<file path="src/rtl/elem_loop_pkg.sv">
package elem_loop_pkg;
  typedef struct packed {
    logic load;     // capture configuration and initial step
    logic advance;  // one element accepted: step forward
  } loopStrobe_t;

  typedef enum logic {
    LOOP_IDLE = 1'b0,
    LOOP_RUN  = 1'b1
  } loopState_t;
endpackage

</file>
<file path="src/rtl/elem_loop_dp.sv">
module elem_loop_dp
  import elem_loop_pkg::*;
#(
  parameter int MAX_VL = 64
) (
  input  logic                              clk,
  input  logic                              rstN,
  input  loopStrobe_t                       strobe,
  input  logic [$clog2(MAX_VL+1)-1:0]       cfgVecLen,
  input  logic                              cfgRevGear,
  input  logic                              cfgMapReduce,
  input  logic                              cfgDstScalar,
  input  logic                              cfgSrcScalar,
  input  logic                              resumeEn,
  input  logic [$clog2(MAX_VL+1)-1:0]       resumeStep,
  output logic                              more,
  output logic [$clog2(MAX_VL)-1:0]         srcIdx,
  output logic [$clog2(MAX_VL)-1:0]         dstIdx,
  output logic [$clog2(MAX_VL+1)-1:0]       stepOut
);
  localparam int VL_W  = $clog2(MAX_VL + 1);
  localparam int IDX_W = $clog2(MAX_VL);
  localparam logic [VL_W-1:0] ONE    = VL_W'(1);
  localparam logic [VL_W-1:0] VL_CAP = VL_W'(MAX_VL);

  logic [VL_W-1:0] vlQ, stepQ;
  logic            rgQ, mrQ, dsQ, ssQ;
  logic [VL_W-1:0] vlClamped, limit, elemNum;

  assign vlClamped = (cfgVecLen > VL_CAP) ? VL_CAP : cfgVecLen;

  always_ff @(posedge clk) begin
    if (!rstN) begin
      vlQ   <= '0;
      stepQ <= '0;
      rgQ   <= 1'b0;
      mrQ   <= 1'b0;
      dsQ   <= 1'b0;
      ssQ   <= 1'b0;
    end else if (strobe.load) begin
      vlQ   <= vlClamped;
      stepQ <= resumeEn ? resumeStep : '0;
      rgQ   <= cfgRevGear;
      mrQ   <= cfgMapReduce;
      dsQ   <= cfgDstScalar;
      ssQ   <= cfgSrcScalar;
    end else if (strobe.advance) begin
      stepQ <= stepQ + ONE;
    end
  end

  // Scalar destination without map-reduce: a single element at most.
  always_comb begin
    if (dsQ && !mrQ) limit = (vlQ != '0) ? ONE : '0;
    else             limit = vlQ;
  end

  assign more    = (stepQ < limit);
  assign elemNum = rgQ ? (vlQ - stepQ - ONE) : stepQ;
  assign srcIdx  = ssQ ? '0 : elemNum[IDX_W-1:0];
  assign dstIdx  = dsQ ? '0 : elemNum[IDX_W-1:0];
  assign stepOut = stepQ;
endmodule

</file>
<file path="src/rtl/elem_loop_ctrl.sv">
module elem_loop_ctrl
  import elem_loop_pkg::*;
(
  input  logic        clk,
  input  logic        rstN,
  input  logic        start,
  input  logic        irq,
  input  logic        issueReady,
  input  logic        more,
  output loopStrobe_t strobe,
  output logic        issueValid,
  output logic        busy,
  output logic        done
);
  loopState_t stateQ, stateD;
  logic       running;

  assign running    = (stateQ == LOOP_RUN);
  assign issueValid = running && more;
  assign done       = running && !more;
  assign busy       = running;

  always_comb begin
    strobe         = '0;
    strobe.load    = !running && start;
    strobe.advance = issueValid && issueReady;
  end

  always_comb begin
    stateD = stateQ;
    case (stateQ)
      LOOP_IDLE: if (start) stateD = LOOP_RUN;
      LOOP_RUN:  if (irq || !more) stateD = LOOP_IDLE;
      default:   stateD = LOOP_IDLE;
    endcase
  end

  always_ff @(posedge clk) begin
    if (!rstN) stateQ <= LOOP_IDLE;
    else       stateQ <= stateD;
  end
endmodule

</file>
<file path="src/rtl/elem_loop_ctl.sv">
module elem_loop_ctl
  import elem_loop_pkg::*;
#(
  parameter int MAX_VL = 64,
  localparam int VL_W  = $clog2(MAX_VL + 1),
  localparam int IDX_W = $clog2(MAX_VL)
) (
  input  logic             clk,
  input  logic             rstN,
  input  logic             start,
  input  logic [VL_W-1:0]  cfgVecLen,
  input  logic             cfgRevGear,
  input  logic             cfgMapReduce,
  input  logic             cfgDstScalar,
  input  logic             cfgSrcScalar,
  input  logic             resumeEn,
  input  logic [VL_W-1:0]  resumeStep,
  input  logic             irq,
  output logic             issueValid,
  input  logic             issueReady,
  output logic [IDX_W-1:0] srcIdx,
  output logic [IDX_W-1:0] dstIdx,
  output logic [VL_W-1:0]  stepOut,
  output logic             busy,
  output logic             done
);
  loopStrobe_t strobe;
  logic        more;

  elem_loop_ctrl u_ctrl (
    .clk        (clk),
    .rstN       (rstN),
    .start      (start),
    .irq        (irq),
    .issueReady (issueReady),
    .more       (more),
    .strobe     (strobe),
    .issueValid (issueValid),
    .busy       (busy),
    .done       (done)
  );

  elem_loop_dp #(.MAX_VL(MAX_VL)) u_dp (
    .clk          (clk),
    .rstN         (rstN),
    .strobe       (strobe),
    .cfgVecLen    (cfgVecLen),
    .cfgRevGear   (cfgRevGear),
    .cfgMapReduce (cfgMapReduce),
    .cfgDstScalar (cfgDstScalar),
    .cfgSrcScalar (cfgSrcScalar),
    .resumeEn     (resumeEn),
    .resumeStep   (resumeStep),
    .more         (more),
    .srcIdx       (srcIdx),
    .dstIdx       (dstIdx),
    .stepOut      (stepOut)
  );
endmodule

</file>
<file path="config.mk">
export PLATFORM = sky130hd
export DESIGN_NAME = elem_loop_ctl
export DESIGN_NICKNAME = d
export VERILOG_FILES = /design/src/rtl/elem_loop_pkg.sv /design/src/rtl/elem_loop_dp.sv /design/src/rtl/elem_loop_ctrl.sv /design/src/rtl/elem_loop_ctl.sv
export SDC_FILE = /design/constraint.sdc
export NUM_CORES = 1
export LEC_CHECK = 0
export ABC_AREA = 1
export ABC_CLOCK_PERIOD_IN_PS = 1800
export BUFFER_PORTS_ARGS = -buffer_cell sky130_fd_sc_hd__buf_2
export CAP_MARGIN = 20
export CORE_ASPECT_RATIO = 1.5
export CORE_MARGIN = 5
export CORE_UTILIZATION = 45
export DETAILED_ROUTE_END_ITERATION = 10
export PLACE_DENSITY_LB_ADDON = 0.05
export SYNTH_ARGS = -nofsm -noshare
export SYNTH_HDL_FRONTEND = slang
export SYNTH_SLANG_ARGS = --single-unit
export TNS_END_PERCENT = 50
</file>
<file path="constraint.sdc">
create_clock -name clk -period 1.8 [get_ports clk]
set_clock_uncertainty 0.05 [all_clocks]
set_input_delay 0.09 -clock clk [delete_from_list [all_inputs] [get_ports clk]]
set_output_delay 0.09 -clock clk [all_outputs]
set_load 0.1 [all_outputs]
</file>
### Word level (Yosys, flattened, before mapping)

Index checks and enable logic that the tools add are counted.

| storage, ports and cells | value |
|---|---|
| flip-flop bits (word level) | 19 |
| input port bits | 24 |
| word-level logic and storage cells | 36 |

| operators by class | value |
|---|---|
| $add $sub $neg | 3 |
| order comparisons | 2 |
| mux-type cells | 12 |
| bitwise logic cells | 1 |
| reduce and logical (&&, ||, !) cells | 11 |

Operator list:

| kind | number |
|---|---|
| two-way mux 7 bit | 5 |
| two-way mux 6 bit | 3 |
| adder 7 x 1 -> 7 bit (second input constant) | 1 |
| > comparator 7 bit (second input constant) | 1 |
| less-than comparator 7 bit | 1 |
| nonzero test 7 bit | 1 |
| subtractor 6 x 1 -> 6 bit (second input constant) | 1 |
| subtractor 6 bit | 1 |
| logical AND 1 bit | 5 |
| logical NOT 1 bit | 3 |
| two-way mux 1 bit | 3 |
| case mux 1 bit (2 select lines) | 1 |
| nonzero test 2 bit | 1 |
| logical OR 1 bit | 1 |
| inverter 1 bit | 1 |

### Depth between registers and ports, before layout

Gate-level depths: netlist of run 1.

| logic depth | value |
|---|---|
| word-level depth | 8 |
| mapped depth | 15 |
| mapped depth without buffers | 15 |

### Cells and area by module

A second synthesis of run 1 with hierarchy kept.

| unflattened totals | value |
|---|---|
| cell total of the unflattened synthesis | 224 |
| area total of the unflattened synthesis | 1421.4 µm² |

Modules (own cells, without submodules):

| module | times used | cells an instance | area an instance (µm²) | seq. area each (µm²) |
|---|---|---|---|---|
| elem_loop_dp | 1 | 211 | 1347.5 | 360.3 |
| elem_loop_ctrl | 1 | 13 | 73.8 | 20.0 |

### Least setup slack after synthesis of run 1

Ideal clock, no wire load.

| path | value |
|---|---|
| path kind | register to output |
| start | register u_dp.stepQ[0] (netlist: u_dp.stepOut[0]) |
| end | output port dstIdx[4] |
| arrival | 3.527 ns |
| required time | 1.660 ns |
| slack | -1.867 ns |
| stages on the path, launching flop included | 9 |
| buffers on the path | 0 |
| cells stage by stage | dfxtp_1 -> clkinv_2 -> ha_1 -> fa_1 -> a21oi_1 -> o21ai_1 -> xor2_1 -> a21oi_1 -> nor2_1 |

| between the ends | value |
|---|---|
| longest elaborated chain between the ends | 4 |

Ends and longest elaborated chain:

| item | line | text |
|---|---|---|
| start: declaration | elem_loop_dp.sv:26 | `logic [VL_W-1:0] vlQ, stepQ;` |
| start signal: assignment | elem_loop_dp.sv:42 | `stepQ <= resumeEn ? resumeStep : '0;` |
| start signal: assignment | elem_loop_dp.sv:48 | `stepQ <= stepQ + ONE;` |
| subtractor 6 bit | elem_loop_dp.sv:59 | `assign elemNum = rgQ ? (vlQ - stepQ - ONE) : stepQ;` |
| subtractor 6 x 1 -> 6 bit | elem_loop_dp.sv:59 |  |
| two-way mux 6 bit | elem_loop_dp.sv:59 |  |
| two-way mux 6 bit | elem_loop_dp.sv:61 | `assign dstIdx = dsQ ? '0 : elemNum[IDX_W-1:0];` |
| end: declaration | elem_loop_ctl.sv:22 | `output logic [IDX_W-1:0] dstIdx,` |

Every way passes these cells.

### Worst setup path after layout of run 1

| path | value |
|---|---|
| start | register u_dp.stepQ[0] (netlist: u_dp.stepOut[0]) |
| end | output port srcIdx[4] |

| between the ends | value |
|---|---|
| longest elaborated chain between the ends | 4 |

Ends and longest elaborated chain:

| item | line | text |
|---|---|---|
| subtractor 6 bit | elem_loop_dp.sv:59 |  |
| subtractor 6 x 1 -> 6 bit | elem_loop_dp.sv:59 |  |
| two-way mux 6 bit | elem_loop_dp.sv:59 |  |
| two-way mux 6 bit | elem_loop_dp.sv:60 | `assign srcIdx = ssQ ? '0 : elemNum[IDX_W-1:0];` |
| end: declaration | elem_loop_ctl.sv:21 | `output logic [IDX_W-1:0] srcIdx,` |

Every way passes these cells.

==> results.json, run 1 <==
{
  "status": "complete, but fails checks",
  "violations": "negative setup slack",
  "drive_gt1_share_pct": 53.1,
  "drt_first_pass_iters": 4,
  "grt_use_total_pct": 22.8,
  "power_switching_uw": 1210,
  "r2r-start": "u_dp.dsQ$_SDFFE_PN0P_",
  "yosys.area.top_type_share_pct": 27.5,
  "worstSkewPairLatency_ns": 0.27,
  "final_cells": 327,
  "final-setup-viol-count": 20,
  "final_max_slew_viol_count": 0,
  "power_density_nw_per_um2": 960,
  "crit_arrival_ns": 2.12,
  "core_sq_um": 2940,
  "setup_slack_ns": -0.465,
  "hold_slack_ns": 0.0158,
  "syn_inst": 211,
  "seq_area_frac_synth_pct": 27.5,
  "finalCritPeriodShare_pct": 126,
  "rows": 24,
  "drc": 0,
  "antenna_found_initial": 0,
  "ctsRootBufferMaster": "clkbuf_8",
  "finalNetCount": 326,
  "start_util_pct": 47.0,
  "yosys_warnings": 0,
  "maxCapViolCount": 0,
  "postRouteWirelength_um": 5130,
  "min_period_ns": 2.26,
  "grt_pass1_vias": 1821,
  "pwr-share-comb_pct": 64.8,
  "port_buffers": 45,
  "r2r_cells": 12,
  "holdCritStartpoint": "cfgVecLen[2]",
  "dp_hpwl_um": 3380,
  "r2r_slack_ns": -0.34,
  "initialDrtViolationCount": 39,
  "peakVddDrop_uv": 638,
  "whs_endpoint": "u_dp.vlQ[2]$_SDFFE_PN0P_",
  "switching_share_pct": 50.7,
  "cp_data_required_time_ns": 1.66,
  "worstMarginPinSlew_ns": 0.619,
  "rsz0062_at_grt": "true",
  "clockBufferDepth": 2,
  "synth-seq-cells": 19,
  "hp-class": "in2reg",
  "p_clk_share_pct": 13.3,
  "synth_area_sq_um": 1380,
  "grt_max_degree": 24,
  "p_leak_uw": 0.00113,
  "wire_per_inst_um": 15.7,
  "placed_cells": 314,
  "via_count": 1716,
  "sequentialPowerShare_pct": 21.9,
  "max_freq_mhz": 442,
  "clk_pin_slew_ns": 0.08,
  "p_int_uw": 1170,
  "die_h_um": 77.9,
  "routabilityCongestion": 0.892,
  "area_delta_synth_final_pct": 79.7,
  "synth_top_cell_by_area": "dfxtp_1",
  "cts_buffers": 3,
  "grt_pass1_wl_um": 7910,
  "worst_r2r_endpoint": "u_dp.stepOut[0]$_SDFFE_PN0P_",
  "vias_per_cell": 5.25,
  "syn_nets": 248,
  "hold_buffers": 0,
  "cts_tree": "done",
  "cts.sinks": 19,
  "cp_max_fo": 2,
  "tns_ns": -6.30,
  "worstHoldPathCells": 3,
  "cts_htree_levels": 1,
  "worstSetupPathType": "reg2out",
  "synth_area_per_cell_sq_um": 6.55,
  "crit_path_start_kind": "flip-flop",
  "fillers": 182,
  "finalHoldViolCount": 0,
  "cp-end-kind": "output port",
  "grt_overflow_total": 0,
  "die_x_um": 55.3,
  "postRouteAntennaNets": 0,
  "synth_area_leaders": "dfxtp_1 28%, nor2_1 13%, nand2_1 13%, ha_1 11%, a21oi_1 6.2%",
  "ios": 46,
  "maxSlewHeadroom_pct": 58.6,
  "dieArea_sq_um": 4300,
  "antenna_cells": 0,
  "synthDistinctLibCells": 30
}
-- metrics by stage --
stage               instance area (sq um)  utilization (%)  total power, uW  setup slack [ns]
floorplan                            1600                -             1490            -0.644
global placement                     2200             74.8             1880            -0.162
detailed placement                   2200             74.8             1900            -0.211
CTS                                  2380             81.0             2300            -0.440
global route                         2480             84.4             2490            -0.541
finish                               2480             84.4             2380            -0.465
-- cell families (layout without fill, tap and decap cells) --
kind of cell               after synthesis  after routing  share of synthesized area (%)
and+or+nand+nor                        109            110                           32.9
xor gates and xnor gates                 6              6                           3.80
AOI/OAI and AO/OA                       38             38                           15.9
buffers and inverters                   26            102                           7.51
adders and majority gates               13             13                           12.3
DFF                                     19             19                           27.5
-- metal layers --
metal  wire length [um]  up-vias  part of all wire, %  track usage, %
li1                   -      839                    -               -
met1               1880      798                   37            22.4
met2               2800       62                   54            42.7
met3                232       17                  4.5            4.49
met4                219        0                  4.3            14.6
met5                  0        -                    0               0
-- how the worst max path moves through the flow --
stage,startpoint,end,depth (start not counted)
5_1_grt,u_dp.stepOut[1]$_SDFFE_PN0P_,srcIdx[5],12
2_1_floorplan,u_dp.dsQ$_SDFFE_PN0P_,u_ctrl.busy$_SDFF_PN0_,12
6_report,u_dp.stepOut[0]$_SDFFE_PN0P_,srcIdx[4],9
4_1_cts,u_dp.stepOut[0]$_SDFFE_PN0P_,srcIdx[4],9
3_3_place_gp,u_dp.dsQ$_SDFFE_PN0P_,issueValid,11
3_5_place_dp,u_dp.dsQ$_SDFFE_PN0P_,u_dp.stepOut[6]$_SDFFE_PN0P_,13
-- timing repair --
| action | 4_1_cts | 5_1_grt |
|---|---|---|
| setup endpoints to repair | 20 | 21 |
| gates resized for setup | 20 | 19 |
| gates cloned | 1 | 0 |
| pin swaps | 5 | 19 |
| buffers inserted | 5 | 3 |
-- registers in the layout, indices dropped and copies added (netlist names) --
name          cells
u_dp.ssQ          1
u_dp.rgQ          1
u_ctrl.busy       1
u_dp.dsQ          1
u_dp.mrQ          1
u_dp.stepOut      7
u_dp.vlQ          7
-- layout make-up --
type                            count  area [sq um]  share of cell area [%]
Sequential cell                    19           418                    16.8
Multi-Input combinational cell    167          1200                    48.2
Clock buffer                        3          41.3                    1.66
Clock inverter                      1          5.00                   0.201
Inverter                           22          97.6                    3.93
Tap cell                           39          48.8                    1.96
Timing Repair Buffer               76           676                    27.2
-- power groups by stage --
stage	clock network, uW	registers [uW]	logic, uW
final	317	522	1550
after global routing	342	527	1620
after CTS	319	516	1470
after detailed placement	0	522	1380
after global placement	0	521	1360
after floorplan	0	671	817
-- cell usage after synthesis, drive strengths merged --
library cell  count
a211oi            1
nand4             2
inv              21
nand3             6
or2               1
a21oi            17
nand2            49
nor3              1
clkinv            1
xor2              5
a22oi             3
nor2             50
dfxtp            19
a31oi             2
clkbuf            1
xnor2             1
o21ai            12
a22o              2
ha               12
buf               3
fa                1
a32o              1
-- layout by cell type (no fill, tap or decap), types with 2 or more instances in the layout --
cell / n
a21oi_1: 8
a21oi_2: 8
a22o_1: 2
a22oi_1: 3
a31oi_4: 2
buf_12: 14
buf_2: 31
buf_4: 29
buf_6: 2
clkbuf_8: 3
dfxtp_1: 7
dfxtp_2: 3
dfxtp_4: 9
ha_1: 6
ha_4: 6
inv_1: 10
inv_2: 7
inv_4: 4
nand2_1: 39
nand2_2: 7
nand2_4: 4
nand3_1: 6
nor2_1: 35
nor2_2: 3
nor2_4: 12
o21ai_0: 7
o21ai_1: 3
xor2_1: 5
-- worst max-delay path, cell delays in order, from the launching register on --
cell,delay (ns)
dfxtp_4,0.37
clkinv_4,0.05
ha_4,0.16
fa_2,0.36
a21oi_2,0.16
o21ai_2,0.07
xor2_1,0.16
a21oi_2,0.26
nor2_4,0.08
buf_12,0.18
Note: power is estimated with default switching activity, not from simulation.
==> run 2, diff against run 1 <==
--- a/config.mk
+++ b/config.mk
@@ -11,10 +11,11 @@
 export CAP_MARGIN = 20
 export CORE_ASPECT_RATIO = 1.5
 export CORE_MARGIN = 5
-export CORE_UTILIZATION = 45
+export CORE_UTILIZATION = 46
 export DETAILED_ROUTE_END_ITERATION = 10
 export PLACE_DENSITY_LB_ADDON = 0.05
 export SYNTH_ARGS = -nofsm -noshare
 export SYNTH_HDL_FRONTEND = slang
+export SYNTH_HIERARCHICAL = 1
 export SYNTH_SLANG_ARGS = --single-unit
 export TNS_END_PERCENT = 50
==> results.json, run 2 <==
{
  "final_max_slew_viol_count": 0,
  "crit_arrival_ns": 2.47,
  "cts.sinks": 19,
  "grt.met2_usage_pct": 43.7,
  "status": "complete, but fails checks",
  "port_buffers": 45,
  "final-setup-viol-count": 21,
  "syn_nets": 261,
  "initialDrtViolationCount": 140,
  "clk_pin_slew_ns": 0.08,
  "finalNetCount": 347,
  "max_freq_mhz": 429,
  "dp_hpwl_um": 3700,
  "synth_area_leaders": "dfxtp_1 27%, nand2_1 16%, ha_1 11%, nor2_1 8.5%, inv_1 7.4%",
  "finalHoldViolCount": 0,
  "postRouteAntennaNets": 0,
  "cts_tree": "done",
  "hp-class": "in2reg",
  "yosys.area.top_type_share_pct": 26.8,
  "r2r_cells": 15,
  "ys.flop_type": "dfxtp_1",
  "yosysMostFrequentCell": "nand2_1",
  "r2r-start": "u_dp/dsQ$_SDFFE_PN0P_",
  "worstMarginPinSlew_ns": 0.638,
  "area_delta_synth_final_pct": 89.3,
  "synth_top_cell_by_area": "dfxtp_1",
  "finish.utilization_pct": 91.5,
  "synthDistinctLibCells": 29,
  "grt_busiest_layer": "met2",
  "synth-edff-count": 0,
  "worstSetupPathType": "reg2reg",
  "grt_pass1_wl_um": 8210,
  "yosys_warnings": 6,
  "setup_slack_ns": -0.533,
  "cts_buffers": 3,
  "whs_endpoint": "u_dp/stepOut[0]$_SDFFE_PN0P_",
  "r2r_slack_ns": -0.53,
  "violations": "negative setup slack",
  "grt_overflow_total": 0,
  "ctsRootBufferMaster": "clkbuf_8",
  "vias_per_cell": 5.87,
  "syn_inst": 224,
  "crit_path_start_kind": "flip-flop",
  "use_met1_pct": 24.8,
  "fillers": 131,
  "synth-seq-cells": 19,
  "wire_per_inst_um": 18.2,
  "power_density_nw_per_um2": 885,
  "antenna_found_initial": 0,
  "routabilityCongestion": 0.884,
  "rows": 24,
  "antenna_cells": 0,
  "final_cell_mix": "43 x nand2_1, 33 x buf_4, 31 x buf_2, 17 x nand2_2, 17 x nor2_1",
  "worst_r2r_endpoint": "u_dp/stepOut[3]$_SDFFE_PN0P_",
  "final_common_cell": "nand2_1",
  "p_leak_uw": 0.00121,
  "ios": 46,
  "place_area_sq_um": 2380,
  "start_util_pct": 48.3,
  "peakVddDrop_uv": 664,
  "postRouteWirelength_um": 6340,
  "synth_area_per_cell_sq_um": 6.35,
  "dieArea_sq_um": 4320,
  "maxCapViolCount": 0,
  "drc": 0,
  "cts_htree_levels": 1,
  "rsz0062_at_grt": "true",
  "grt_max_degree": 17,
  "die_h_um": 78.1,
  "holdCritStartpoint": "resumeStep[0]",
  "synthArstFlopShare_pct": 0,
  "die_x_um": 55.4,
  "synth_area_sq_um": 1420,
  "seq_area_frac_synth_pct": 26.8,
  "cp-end-kind": "flip-flop",
  "maxSlewHeadroom_pct": 57.4,
  "drive_gt1_share_pct": 58.3,
  "fin_area_sq_um": 2690,
  "synth_common_cells": "61 x nand2_1, 32 x nor2_1, 28 x inv_1, 19 x dfxtp_1, 19 x o21ai_0",
  "cp_max_fo": 7,
  "grt_use_total_pct": 23.0,
  "regArea_sq_um": 417,
  "min_period_ns": 2.33,
  "worstHoldPathCells": 3,
  "worstSkewPairLatency_ns": 0.26,
  "core_sq_um": 2940,
  "drt_first_pass_iters": 5,
  "hold_slack_ns": 0.0276,
  "finalCritPeriodShare_pct": 130,
  "multi_input_area_sq_um": 1250,
  "clockBufferDepth": 2,
  "grt_use_met3_pct": 3.78,
  "hold_buffers": 0,
  "cp_data_required_time_ns": 1.94,
  "via_count": 2044,
  "grt_pass1_vias": 1791
}
run 2: changes by cell type in the layout (fill, tap and decap cells not counted), moves of 4 or more:
cell	previous run	this run
a31oi_1	0	4
xor2_1	5	1
inv_1	10	16
a21oi_2	8	4
a21oi_1	8	12
nor2_1	35	17
nand2_2	7	17
buf_6	2	6
buf_4	29	33
nand2_1	39	43
run 2: final cells by class:
type	count	share of cell area, %
clock buffer	3	1.53
sequential	19	15.5
timing repair buffer	87	29.9
tap	39	1.81
multi-input combinational	170	46.5
inverter	29	4.51
clock inverter	1	0.186
run 2: power by group:
part / total, uW / internal [uW] / switching, uW
logic: 1560 / 571 / 991
clock network: 310 / 154 / 156
registers: 509 / 459 / 50.0
total: 2380 / 1180 / 1200
run 2: how the worst max path moves through the flow:
stage / from / to / slack [ns] / cells after the start
final: u_dp/dsQ$_SDFFE_PN0P_ / u_dp/stepOut[3]$_SDFFE_PN0P_ / -0.53 / 15
after global routing: u_dp/dsQ$_SDFFE_PN0P_ / u_dp/stepOut[6]$_SDFFE_PN0P_ / -0.61 / 16
after CTS: u_dp/stepOut[0]$_SDFFE_PN0P_ / srcIdx[4] / -0.31 / 14
after detailed placement: u_dp/dsQ$_SDFFE_PN0P_ / u_dp/stepOut[1]$_SDFFE_PN0P_ / -0.33 / 14
after global placement: u_dp/dsQ$_SDFFE_PN0P_ / u_dp/stepOut[1]$_SDFFE_PN0P_ / -0.19 / 14
after floorplan: u_dp/dsQ$_SDFFE_PN0P_ / issueValid / -0.39 / 10
run 2: routing by layer:
metal  share of wire [%]  vias up  routed length (um)
li1                    -      898                   -
met1                  32      921                2040
met2                  52      174                3280
met3                 9.6       51                 606
met4                 6.5        0                 415
met5                   0        -                   0
run 2: what timing repair did:
item,in CTS,in global routing
pin swaps,14,16
setup endpoints to repair,19,20
endpoints found under the hold margin,0,0
gates resized for setup,22,36
buffers inserted,6,4
run 2: worst max-delay path, stage by stage, from the launching register on:
cell and delay, ns:
dfxtp_4 0.37, inv_4 0.04, nor2_4 0.15, inv_4 0.09
nand2_2 0.09, ha_4 0.21, a21oi_1 0.15, o21ai_1 0.11
a21oi_2 0.17, nand2_2 0.10, nor2_2 0.13, or2_1 0.15
buf_12 0.13, buf_8 0.12, o21ai_2 0.05, a31oi_1 0.14
run 2: logic make-up after synthesis:
| group | synth area share (%) |
|---|---|
| xor gates and xnor gates | 1.23 |
| and+or+nand+nor | 31.8 |
| AOI/OAI and AO/OA | 18.0 |
| DFF | 26.8 |
| buffers and inverters | 10.3 |
| adders and majority gates | 12.0 |
run 2: per-stage QoR:
step | worst slack, ns | power (uW) | setup TNS, ns | instances
4_1_cts | -0.311 | 2230 | -4.37 | 346
3_5_place_dp | -0.332 | 1880 | -2.05 | 336
5_1_grt | -0.606 | 2470 | -8.63 | 348
3_3_place_gp | -0.188 | 1860 | -1.26 | 336
6_report | -0.533 | 2380 | -7.16 | 348
2_1_floorplan | -0.388 | 1410 | -5.14 | 224
==> run 3, diff against run 2 <==
--- a/config.mk
+++ b/config.mk
@@ -14,6 +14,7 @@
 export CORE_UTILIZATION = 46
 export DETAILED_ROUTE_END_ITERATION = 10
 export PLACE_DENSITY_LB_ADDON = 0.05
+export REMOVE_ABC_BUFFERS = 1
 export SYNTH_ARGS = -nofsm -noshare
 export SYNTH_HDL_FRONTEND = slang
 export SYNTH_HIERARCHICAL = 1
==> results.json, run 3 (same netlist as run 2, synthesis figures left out) <==
{
  "start_util_pct": 48.3,
  "r2r-start": "u_dp/dsQ$_SDFFE_PN0P_",
  "crit_path_start_kind": "flip-flop",
  "routabilityCongestion": 0.824,
  "ios": 46,
  "worst_r2r_endpoint": "u_dp/stepOut[6]$_SDFFE_PN0P_",
  "vias_per_cell": 5.26,
  "die_x_um": 55.4,
  "maxCapViolCount": 0,
  "worstMarginPinSlew_ns": 0.491,
  "core_sq_um": 2940,
  "die_h_um": 78.1,
  "ctsRootBufferMaster": "clkbuf_8",
  "cts.sinks": 19,
  "clockBufferDepth": 2,
  "finalCritPeriodShare_pct": 120,
  "hp-class": "in2reg",
  "initialDrtViolationCount": 31,
  "antenna_found_initial": 0,
  "crit_arrival_ns": 2.02,
  "finish.utilization_pct": 84.0,
  "slowest_stage": "dfxtp_2",
  "worstSkewPairLatency_ns": 0.26,
  "maxSlewHeadroom_pct": 67.5,
  "setup_slack_ns": -0.364,
  "cts_tree": "done",
  "holdCritStartpoint": "cfgSrcScalar",
  "path_cells": "inv_2 > nor2_4 > inv_4 > nand2_2 > ha_4 > nand2_2 > o21ai_2 > a21oi_2 > buf_4 > buf_4 > nor2_4 > buf_12",
  "worstHoldPathCells": 3,
  "grt_max_degree": 17,
  "max_freq_mhz": 462,
  "rsz0062_at_grt": "true",
  "grt_pass1_wl_um": 7610,
  "final-setup-viol-count": 20,
  "violations": "negative setup slack",
  "power_density_nw_per_um2": 895,
  "drive_gt1_share_pct": 49.3,
  "postRouteWirelength_um": 4780,
  "cp_max_fo": 6,
  "rows": 24,
  "dp_hpwl_um": 3140,
  "port_buffers": 45,
  "final_common_cell": "nand2_1",
  "final_cells": 341,
  "r2r_cells": 15,
  "postRouteAntennaNets": 0,
  "drt_first_pass_iters": 5,
  "peakVddDrop_uv": 679,
  "final_cell_mix": "53 x nand2_1, 31 x buf_2, 29 x buf_4, 25 x nor2_1, 22 x inv_1",
  "area_delta_synth_final_pct": 73.9,
  "r2r_slack_ns": -0.29,
  "final_max_slew_viol_count": 0,
  "worstSetupPathType": "reg2out",
  "status": "complete, but fails checks",
  "drc": 0,
  "cts_buffers": 3,
  "clk_pin_slew_ns": 0.07,
  "finalNetCount": 340,
  "finalHoldViolCount": 0,
  "slowest_delay_ns": 0.33,
  "p_leak_uw": 0.00114,
  "cp_data_required_time_ns": 1.66,
  "wire_per_inst_um": 14.0,
  "dieArea_sq_um": 4320,
  "grt_use_total_pct": 21.8,
  "cts_htree_levels": 1,
  "cp-end-kind": "output port",
  "grt_overflow_total": 0,
  "placed_cells": 328,
  "antenna_cells": 0,
  "min_period_ns": 2.16,
  "grt_pass1_vias": 1770,
  "whs_endpoint": "u_dp/ssQ$_SDFFE_PN0P_",
  "via_count": 1792
}
## run 3: worst max-delay path by stage
| stage | cells past startpoint | to | from |
|---|---|---|---|
| after floorplan | 12 | dstIdx[4] | u_dp/stepOut[0]$_SDFFE_PN0P_ |
| after global placement | 14 | dstIdx[4] | u_dp/stepOut[0]$_SDFFE_PN0P_ |
| after detailed placement | 14 | u_dp/stepOut[1]$_SDFFE_PN0P_ | u_dp/dsQ$_SDFFE_PN0P_ |
| after CTS | 14 | srcIdx[4] | u_dp/stepOut[0]$_SDFFE_PN0P_ |
| after global routing | 14 | srcIdx[4] | u_dp/stepOut[0]$_SDFFE_PN0P_ |
| final | 12 | done | u_dp/dsQ$_SDFFE_PN0P_ |
## run 3: layout make-up
cell class	count	area (sq um)
multi-input cells	170	1130
repair buffers	80	723
fillers	184	472
flip-flops and latches	19	405
inverters	29	114
well taps	39	48.8
clock buffers	3	41.3
clock inverters	1	5.00
## run 3: per-layer routing
layer,up-vias,routed length (um),track usage (%)
li1,884,-,-
met4,0,208,10.2
met1,826,1750,20.9
met2,62,2550,42.7
met3,20,273,4.93
met5,-,0,0
## run 3: through the flow
stage	hold slack, ns	power (uW)	cell area, sq um	worst slack [ns]	TNS [ns]
3_3_place_gp	0.266	1680	2060	-0.246	-2.41
2_1_floorplan	0.162	1260	1380	-1.76	-28.52
5_1_grt	0.00588	2330	2470	-0.440	-7.14
4_1_cts	0.00229	2130	2400	-0.395	-4.35
3_5_place_dp	0.269	1690	2060	-0.354	-3.56
6_report	0.00910	2210	2470	-0.364	-5.05
## run 3: timing repair
action / CTS / global route
hold endpoints to repair: 1 / 0
setup buffers: 7 / 2
endpoints found under the setup margin: 19 / 21
gates resized for setup: 66 / 22
hold buffers: 1 / 0
pin swaps: 22 / 16
cloned: 1 / 0
## run 3: report_power, final
part / internal, uW / leakage [uW] / total [uW] / switching, uW
Clock: 154 / 0.0000255 / 304 / 150
Sequential: 459 / 0.000162 / 508 / 48.9
Combinational: 515 / 0.000957 / 1400 / 885
## run 3: worst max-delay path, delay by kind of cell, from the launching register on
kind,cells,cell delay (ns)
flip-flops,1,0.33
adder cells (fa/ha/maj),1,0.28
AND/OR/NAND/NOR,4,0.31
AO/OA/AOI/OAI,2,0.23
buffers and inverters,5,0.61
